File: src/rtl/dtc_pkg.sv
package dtc_pkg;
  localparam int BYTE_W = 8;
  localparam int PRE_W  = 5;
  localparam int ADDR_W = 3;
  localparam int SYNC_STAGES = 2;

  typedef enum logic [1:0] {
    CM_13    = 2'd0,
    CM_16    = 2'd1,
    CM_8R    = 2'd2,
    CM_SPLIT = 2'd3
  } cnt_mode_e;

  typedef struct packed {
    logic      gate_en;
    logic      evt_src;
    cnt_mode_e mode;
  } chan_cfg_t;

  localparam logic [ADDR_W-1:0] A_CFG = 3'd0;
  localparam logic [ADDR_W-1:0] A_LO0 = 3'd1;
  localparam logic [ADDR_W-1:0] A_HI0 = 3'd2;
  localparam logic [ADDR_W-1:0] A_LO1 = 3'd3;
  localparam logic [ADDR_W-1:0] A_HI1 = 3'd4;
endpackage

File: src/rtl/dtc_sync.sv
module dtc_sync #(
  parameter int STAGES = 2
) (
  input  logic clk,
  input  logic rst_n,
  input  logic din,
  output logic dout
);
  logic [STAGES-1:0] chain;

  generate
    for (genvar s = 0; s < STAGES; s++) begin : g_stage
      if (s == 0) begin : g_first
        always_ff @(posedge clk or negedge rst_n)
          if (!rst_n) chain[0] <= 1'b0;
          else        chain[0] <= din;
      end else begin : g_next
        always_ff @(posedge clk or negedge rst_n)
          if (!rst_n) chain[s] <= 1'b0;
          else        chain[s] <= chain[s-1];
      end
    end
  endgenerate

  assign dout = chain[STAGES-1];
endmodule

File: src/rtl/dtc_src.sv
module dtc_src
  import dtc_pkg::*;
(
  input  logic      clk,
  input  logic      rst_n,
  input  chan_cfg_t cfg,
  input  logic      run,
  input  logic      gate_pin,
  input  logic      evt_pin,
  output logic      adv
);
  logic gate_s, evt_s, evt_prev, fall, gate_ok, tick;

  dtc_sync #(.STAGES(SYNC_STAGES)) u_gate_sync (
    .clk(clk), .rst_n(rst_n), .din(gate_pin), .dout(gate_s));
  dtc_sync #(.STAGES(SYNC_STAGES)) u_evt_sync (
    .clk(clk), .rst_n(rst_n), .din(evt_pin), .dout(evt_s));

  always_ff @(posedge clk or negedge rst_n)
    if (!rst_n) evt_prev <= 1'b0;
    else        evt_prev <= evt_s;

  assign fall    = evt_prev & ~evt_s;
  assign gate_ok = ~cfg.gate_en | gate_s;
  assign tick    = cfg.evt_src ? fall : 1'b1;
  assign adv     = run & gate_ok & tick;

  // an event-mode advance needs a falling edge
  a_r10_edge_only: assert property (@(posedge clk) disable iff (!rst_n)
    (cfg.evt_src && adv) |-> (evt_prev && !evt_s));
  // no advance without run
  a_r4_run_needed: assert property (@(posedge clk) disable iff (!rst_n)
    !run |-> !adv);
endmodule

File: src/rtl/dtc_core.sv
module dtc_core
  import dtc_pkg::*;
#(
  parameter bit SPLIT_CAP = 1'b0
) (
  input  logic              clk,
  input  logic              rst_n,
  input  cnt_mode_e         mode,
  input  logic              adv,
  input  logic              adv_hi,
  input  logic              wr_lo,
  input  logic              wr_hi,
  input  logic [BYTE_W-1:0] wr_data,
  output logic [BYTE_W-1:0] lo,
  output logic [BYTE_W-1:0] hi,
  output logic              ovf_lo,
  output logic              ovf_hi
);
  localparam int FULL_W = 2 * BYTE_W;

  logic [BYTE_W-1:0] nxt_lo, nxt_hi;
  logic [PRE_W:0]    pre_sum;
  logic [BYTE_W:0]   lo_sum, hi_sum;
  logic [FULL_W:0]   full_sum;
  logic              ovf_c, ovfh_c, blocked;

  assign blocked  = wr_lo | wr_hi;
  assign pre_sum  = {1'b0, lo[PRE_W-1:0]} + 1'b1;
  assign lo_sum   = {1'b0, lo} + 1'b1;
  assign hi_sum   = {1'b0, hi} + 1'b1;
  assign full_sum = {1'b0, hi, lo} + 1'b1;

  always_comb begin
    nxt_lo = lo;
    nxt_hi = hi;
    ovf_c  = 1'b0;
    ovfh_c = 1'b0;
    case (mode)
      CM_13: if (adv) begin
        nxt_lo = {lo[BYTE_W-1:PRE_W], pre_sum[PRE_W-1:0]};
        if (pre_sum[PRE_W]) begin
          nxt_hi = hi_sum[BYTE_W-1:0];
          ovf_c  = hi_sum[BYTE_W];
        end
      end
      CM_16: if (adv) begin
        {nxt_hi, nxt_lo} = full_sum[FULL_W-1:0];
        ovf_c = full_sum[FULL_W];
      end
      CM_8R: if (adv) begin
        if (lo_sum[BYTE_W]) begin
          nxt_lo = hi;
          ovf_c  = 1'b1;
        end else begin
          nxt_lo = lo_sum[BYTE_W-1:0];
        end
      end
      CM_SPLIT: if (SPLIT_CAP) begin
        if (adv) begin
          nxt_lo = lo_sum[BYTE_W-1:0];
          ovf_c  = lo_sum[BYTE_W];
        end
        if (adv_hi) begin
          nxt_hi = hi_sum[BYTE_W-1:0];
          ovfh_c = hi_sum[BYTE_W];
        end
      end
      default: ;
    endcase
    if (blocked) begin
      ovf_c  = 1'b0;
      ovfh_c = 1'b0;
      nxt_lo = wr_lo ? wr_data : lo;
      nxt_hi = wr_hi ? wr_data : hi;
    end
  end

  always_ff @(posedge clk or negedge rst_n)
    if (!rst_n) begin
      lo <= '0;
      hi <= '0;
    end else begin
      lo <= nxt_lo;
      hi <= nxt_hi;
    end

  assign ovf_lo = ovf_c;
  assign ovf_hi = ovfh_c;

  // idle channel holds both bytes
  a_r4_hold: assert property (@(posedge clk) disable iff (!rst_n)
    (!adv && !adv_hi && !blocked) |=> ($stable(lo) && $stable(hi)));
  // prescaler mode never alters the upper low-byte bits
  a_r5_upper_kept: assert property (@(posedge clk) disable iff (!rst_n)
    (mode == CM_13 && !wr_lo) |=> (lo[BYTE_W-1:PRE_W] == $past(lo[BYTE_W-1:PRE_W])));
  // reload takes the high byte
  a_r7_reload: assert property (@(posedge clk) disable iff (!rst_n)
    (mode == CM_8R && ovf_lo) |=> (lo == $past(hi) && $stable(hi)));
  // a write lands unchanged
  a_r12_write: assert property (@(posedge clk) disable iff (!rst_n)
    wr_lo |=> (lo == $past(wr_data)));

  generate
    if (!SPLIT_CAP) begin : g_no_split
      // split request on the second channel freezes it
      a_r9_split_hold: assert property (@(posedge clk) disable iff (!rst_n)
        (mode == CM_SPLIT && !blocked) |=> ($stable(lo) && $stable(hi)));
    end
  endgenerate
endmodule

File: src/rtl/dual_timer.sv
module dual_timer
  import dtc_pkg::*;
(
  input  logic              clk,
  input  logic              rst_n,
  input  logic              wr_en,
  input  logic [ADDR_W-1:0] addr,
  input  logic [BYTE_W-1:0] wr_data,
  output logic [BYTE_W-1:0] rd_data,
  input  logic              run0,
  input  logic              run1,
  input  logic              gate0,
  input  logic              gate1,
  input  logic              evt0,
  input  logic              evt1,
  input  logic              clr0,
  input  logic              clr1,
  output logic              flag0,
  output logic              flag1
);
  localparam int NCH = 2;

  logic [BYTE_W-1:0] cfg_q;
  chan_cfg_t         cfg   [NCH];
  logic              run_v [NCH];
  logic              gate_v[NCH];
  logic              evt_v [NCH];
  logic              adv   [NCH];
  logic              ovl   [NCH];
  logic              ovh   [NCH];
  logic [BYTE_W-1:0] lo    [NCH];
  logic [BYTE_W-1:0] hi    [NCH];
  logic              split0, set0, set1;

  assign cfg[0] = chan_cfg_t'(cfg_q[3:0]);
  assign cfg[1] = chan_cfg_t'(cfg_q[7:4]);
  assign run_v[0] = run0;  assign run_v[1] = run1;
  assign gate_v[0] = gate0; assign gate_v[1] = gate1;
  assign evt_v[0] = evt0;  assign evt_v[1] = evt1;

  always_ff @(posedge clk or negedge rst_n)
    if (!rst_n)                      cfg_q <= '0;
    else if (wr_en && addr == A_CFG) cfg_q <= wr_data;

  generate
    for (genvar c = 0; c < NCH; c++) begin : g_ch
      logic wl, wh;
      assign wl = wr_en && (addr == ADDR_W'(2*c + 1));
      assign wh = wr_en && (addr == ADDR_W'(2*c + 2));

      dtc_src u_src (
        .clk(clk), .rst_n(rst_n), .cfg(cfg[c]), .run(run_v[c]),
        .gate_pin(gate_v[c]), .evt_pin(evt_v[c]), .adv(adv[c]));

      dtc_core #(.SPLIT_CAP(c == 0)) u_core (
        .clk(clk), .rst_n(rst_n), .mode(cfg[c].mode), .adv(adv[c]),
        .adv_hi((c == 0) ? run1 : 1'b0), .wr_lo(wl), .wr_hi(wh),
        .wr_data(wr_data), .lo(lo[c]), .hi(hi[c]),
        .ovf_lo(ovl[c]), .ovf_hi(ovh[c]));
    end
  endgenerate

  assign split0 = (cfg[0].mode == CM_SPLIT);
  assign set0   = ovl[0];
  assign set1   = split0 ? ovh[0] : (ovl[1] | ovh[1]);

  always_ff @(posedge clk or negedge rst_n)
    if (!rst_n) begin
      flag0 <= 1'b0;
      flag1 <= 1'b0;
    end else begin
      flag0 <= set0 | (flag0 & ~clr0);
      flag1 <= set1 | (flag1 & ~clr1);
    end

  always_comb begin
    case (addr)
      A_CFG:   rd_data = cfg_q;
      A_LO0:   rd_data = lo[0];
      A_HI0:   rd_data = hi[0];
      A_LO1:   rd_data = lo[1];
      A_HI1:   rd_data = hi[1];
      default: rd_data = '0;
    endcase
  end

  // an overflow always leaves the flag high
  a_r11_set_wins: assert property (@(posedge clk) disable iff (!rst_n)
    set0 |=> flag0);
  // flag sticks without clear
  a_r11_sticky: assert property (@(posedge clk) disable iff (!rst_n)
    (flag1 && !clr1) |=> flag1);
  // in split operation channel 1's own wrap leaves flag1 alone
  a_r8_flag_route: assert property (@(posedge clk) disable iff (!rst_n)
    (split0 && !flag1 && !ovh[0]) |=> !flag1);
  // configuration write is stored
  a_r2_cfg_write: assert property (@(posedge clk) disable iff (!rst_n)
    (wr_en && addr == A_CFG) |=> (cfg_q == $past(wr_data)));
endmodule

File: config.mk
export PLATFORM = sky130hd
export DESIGN_NAME = dual_timer
export DESIGN_NICKNAME = d
export VERILOG_FILES = /design/src/rtl/dtc_pkg.sv /design/src/rtl/dtc_sync.sv /design/src/rtl/dtc_src.sv /design/src/rtl/dtc_core.sv /design/src/rtl/dual_timer.sv
export SDC_FILE = /design/constraint.sdc
export NUM_CORES = 1
export LEC_CHECK = 0
export ABC_CLOCK_PERIOD_IN_PS = 2200
export BUFFER_PORTS_ARGS = -buffer_cell sky130_fd_sc_hd__buf_4
export CAP_MARGIN = 0
export CELL_PAD_IN_SITES_DETAIL_PLACEMENT = 0
export CELL_PAD_IN_SITES_GLOBAL_PLACEMENT = 1
export CORE_AREA = 2 2 105 107
export DETAILED_ROUTE_END_ITERATION = 10
export DIE_AREA = 0 0 107 109
export GPL_ROUTABILITY_DRIVEN = 0
export PLACE_DENSITY_LB_ADDON = 0.1
export SKIP_CTS_REPAIR_TIMING = 1
export SLEW_MARGIN = 10
export SYNTH_ARGS = -nofsm -noshare
export SYNTH_HDL_FRONTEND = slang
export SYNTH_SLANG_ARGS = --single-unit
File: constraint.sdc
create_clock -name clk -period 2.2 [get_ports clk]
set_input_delay 0.44 -clock clk [delete_from_list [all_inputs] [get_ports clk]]
set_output_delay 0.44 -clock clk [all_outputs]
set_load 0.02 [all_outputs]
==> qor.json <==
{
  "critical_path": {
    "data_required_critical_path_ns": 1.76,
    "data_arrival_time_of_the_worst_path_ns": 1.66,
    "cp-start-kind": "flip-flop",
    "worst-path-max-fanout": 6,
    "critical_path.endpoint_type": "output pin",
    "critPathKind": "flip-flop to output pin"
  },
  "drt": {
    "post_drt_antenna_nets": 0,
    "drt-wirelength-per-cell_um": 20.4,
    "detailedRoute.firstIterationViolations": 226,
    "via_count": 4077,
    "wirelength_mm": 13.9,
    "post-route-drc-count": 0,
    "drt-vias-per-instance": 6.00,
    "drtPass1Iterations": 5
  },
  "timing": {
    "finalHoldViolCount": 0,
    "setup_total_negative_slack_ns": 0,
    "tightest_slew_ns": 0.723,
    "finalCriticalPeriod_ns": 2.10,
    "finalCritPeriodShare": 0.953,
    "slew_violations": 0,
    "setup-violations-final": 0,
    "fin_skew_ns": 0.00643,
    "max-slew-margin-rel": 0.518,
    "maxClockFrequency_mhz": 477,
    "grt_setup_unrepaired": "false"
  },
  "power": {
    "static-leakage-power_uw": 0.00206,
    "finalPower_uw": 4880,
    "powerDensity_mw_per_mm2": 1010,
    "power.ir.vdd_worst_uv": 457
  },
  "layout": {
    "num-nets-final": 575,
    "drive_gt1_frac": 0.224,
    "n_antenna_cell": 0,
    "layout_commonest_cell": "sky130_fd_sc_hd__buf_4",
    "area.growth.synth_to_final_pct": 20.9,
    "layout_common_cells": "sky130_fd_sc_hd__buf_4 (90), sky130_fd_sc_hd__dfrtp_1 (51), sky130_fd_sc_hd__nor2_1 (38)"
  },
  "floorplan": {
    "die-area_mm2": 0.0117,
    "chipHeight_um": 109,
    "die-width_um": 107,
    "design.portCount": 32,
    "floorplan.core_area_mm2": 0.0106,
    "initial_util": 0.378,
    "rows": 38
  },
  "grt": {
    "first_pass_grt_wire_length_mm": 21.9,
    "grt_antenna_before_repair": 0,
    "grt_util_all_layers": 0.247,
    "grt-ovfl-total": 0,
    "grt_pass1_vias": 4060,
    "largest_net_degree_at_the_start_of_global_routing": 53
  },
  "logic_synthesis": {
    "synth-async-reset-ratio": 1.00,
    "synth.avg_cell_area_um2": 8.52,
    "synth_fp_nets": 505,
    "synth.cell_area_mm2": 0.00400,
    "part_of_the_yosys_area_used_for_sequential_elements": 0.325,
    "number_of_enable_flip_flop_cells_after_synthesis": 0,
    "ys_ff_latch": 52,
    "synth.yosys.warnings": 0,
    "ys.flop_type": "sky130_fd_sc_hd__dfrtp_1",
    "synth_cell_type_count": 80,
    "post_synth_inst_count": 470
  },
  "clock_network": {
    "htreeDepth": 2,
    "numClockSinks": 52,
    "number_of_cts_inserted_buffers": 5,
    "clk_root_buffer_cell": "sky130_fd_sc_hd__clkbuf_8",
    "tritoncts": "built",
    "clkLatencyLatePin_ns": 0.32,
    "clk_transition_reported_paths_ns": 0.10,
    "max-clock-path-buffers": 2
  },
  "place": {
    "port_buffers": 31,
    "place_hpwl_mm": 10.8
  },
  "worst_hold_path": {
    "hold_path_class": "primary input to asynchronous set/reset pin"
  },
  "run": {
    "maxCapViolations": 0
  },
  "run_status": {
    "status": "complete, no violations"
  }
}
cell families (layout without fill, tap and decap cells):
logic type      after synthesis  after routing  share of synthesized area
fa+ha+maj                    13             13                     0.0406
simple gates                167            167                      0.225
flops                        52             52                      0.325
buf+inv                      51            121                     0.0544
xor+xnor                      3              3                    0.00656
compound gates              168            168                      0.301
mux                          16             16                     0.0472
per-layer routing:
| layer | share of wire | GRT usage |
|---|---|---|
| met1 | 0.44 | 0.310 |
| met2 | 0.50 | 0.440 |
| met3 | 0.041 | 0.0287 |
| met4 | 0.022 | 0.0844 |
| met5 | 0 | 0 |
where the power goes:
group          switching, uW  internal, uW  total [uW]
logic                   1390          1200        2590
clock network            343           217         559
registers                468          1260        1730
Yosys cell counts (5+ instances only):
master	n	share of area
sky130_fd_sc_hd__o32ai_1	5	0.011
sky130_fd_sc_hd__dfrtp_1	52	0.33
sky130_fd_sc_hd__a221oi_1	9	0.020
sky130_fd_sc_hd__o21ai_0	30	0.037
sky130_fd_sc_hd__nor3_1	9	0.011
sky130_fd_sc_hd__nor2_1	38	0.036
sky130_fd_sc_hd__mux2i_1	8	0.020
sky130_fd_sc_hd__clkbuf_1	18	0.017
sky130_fd_sc_hd__and2_1	14	0.022
sky130_fd_sc_hd__o31ai_1	9	0.017
sky130_fd_sc_hd__a21oi_1	25	0.031
sky130_fd_sc_hd__inv_1	23	0.022
sky130_fd_sc_hd__ha_1	13	0.041
sky130_fd_sc_hd__a311oi_1	6	0.013
sky130_fd_sc_hd__nand4_1	15	0.023
sky130_fd_sc_hd__o22ai_1	12	0.019
sky130_fd_sc_hd__o22a_1	6	0.013
sky130_fd_sc_hd__nand2_1	26	0.024
sky130_fd_sc_hd__nand3_1	18	0.023
sky130_fd_sc_hd__nor2b_1	10	0.016
sky130_fd_sc_hd__a31oi_1	9	0.014
sky130_fd_sc_hd__a22oi_1	10	0.019
sky130_fd_sc_hd__and3_1	10	0.016
worst paths after layout:
kind,startpoint,endpoint,slack [ns],cells after the start
worst max register to register,cfg_q[0],g_ch[0].u_core.lo[7],0.12,7
worst max-delay path,g_ch[1].u_core.lo[4],rd_data[4],0.10,6
worst min-delay path,rst_n,g_ch[1].u_src.u_evt_sync.dout,0.15,1
min in group clk,evt1,g_ch[1].u_src.u_evt_sync.chain[0],0.21,1
worst min register to register,g_ch[0].u_src.u_gate_sync.chain[0],g_ch[0].u_src.u_gate_sync.dout,0.36,0
max in group asynchronous,rst_n,g_ch[1].u_core.lo[4],1.52,1
area by class of cell:
class / instances / area, um^2
multi-input cells: 367 / 2500
clock buffers: 5 / 68.8
inverters: 23 / 86.3
fillers: 1051 / 5760
clock inverters: 2 / 12.5
flip-flops and latches: 52 / 1300
repair buffers: 91 / 696
well taps: 140 / 175
registers in the layout, summed over array words and instances, names as in the netlist:
name	flops
g_ch.u_core.hi	16
g_ch.u_core.lo	16
cfg_q	8
g_ch.u_src.evt_prev	2
g_ch.u_src.u_evt_sync.chain	2
g_ch.u_src.u_evt_sync.dout	2
g_ch.u_src.u_gate_sync.chain	2
g_ch.u_src.u_gate_sync.dout	2
flag0	1
flag1	1
per-stage QoR:
stage,area (um^2),cells,setup slack (ns),utilization,hold slack (ns)
detailed placement,4740,673,0.0656,0.447,0.337
global placement,4740,673,0.0559,0.447,0.332
finish,4840,680,0.104,0.457,0.147
CTS,4820,680,0.0193,0.455,0.187
floorplan,4000,470,0.0229,-,0.144
global route,4840,680,0.00761,0.457,0.204
worst max-delay path: stages, from the launching register on:
cell                      delay [ns]
sky130_fd_sc_hd__dfrtp_2        0.46
sky130_fd_sc_hd__buf_4          0.17
sky130_fd_sc_hd__mux2i_1        0.17
sky130_fd_sc_hd__nor2_1         0.05
sky130_fd_sc_hd__a21oi_1        0.17
sky130_fd_sc_hd__o22ai_1        0.13
sky130_fd_sc_hd__buf_4          0.17
No activity file was read; power rests on OpenSTA's default activity.
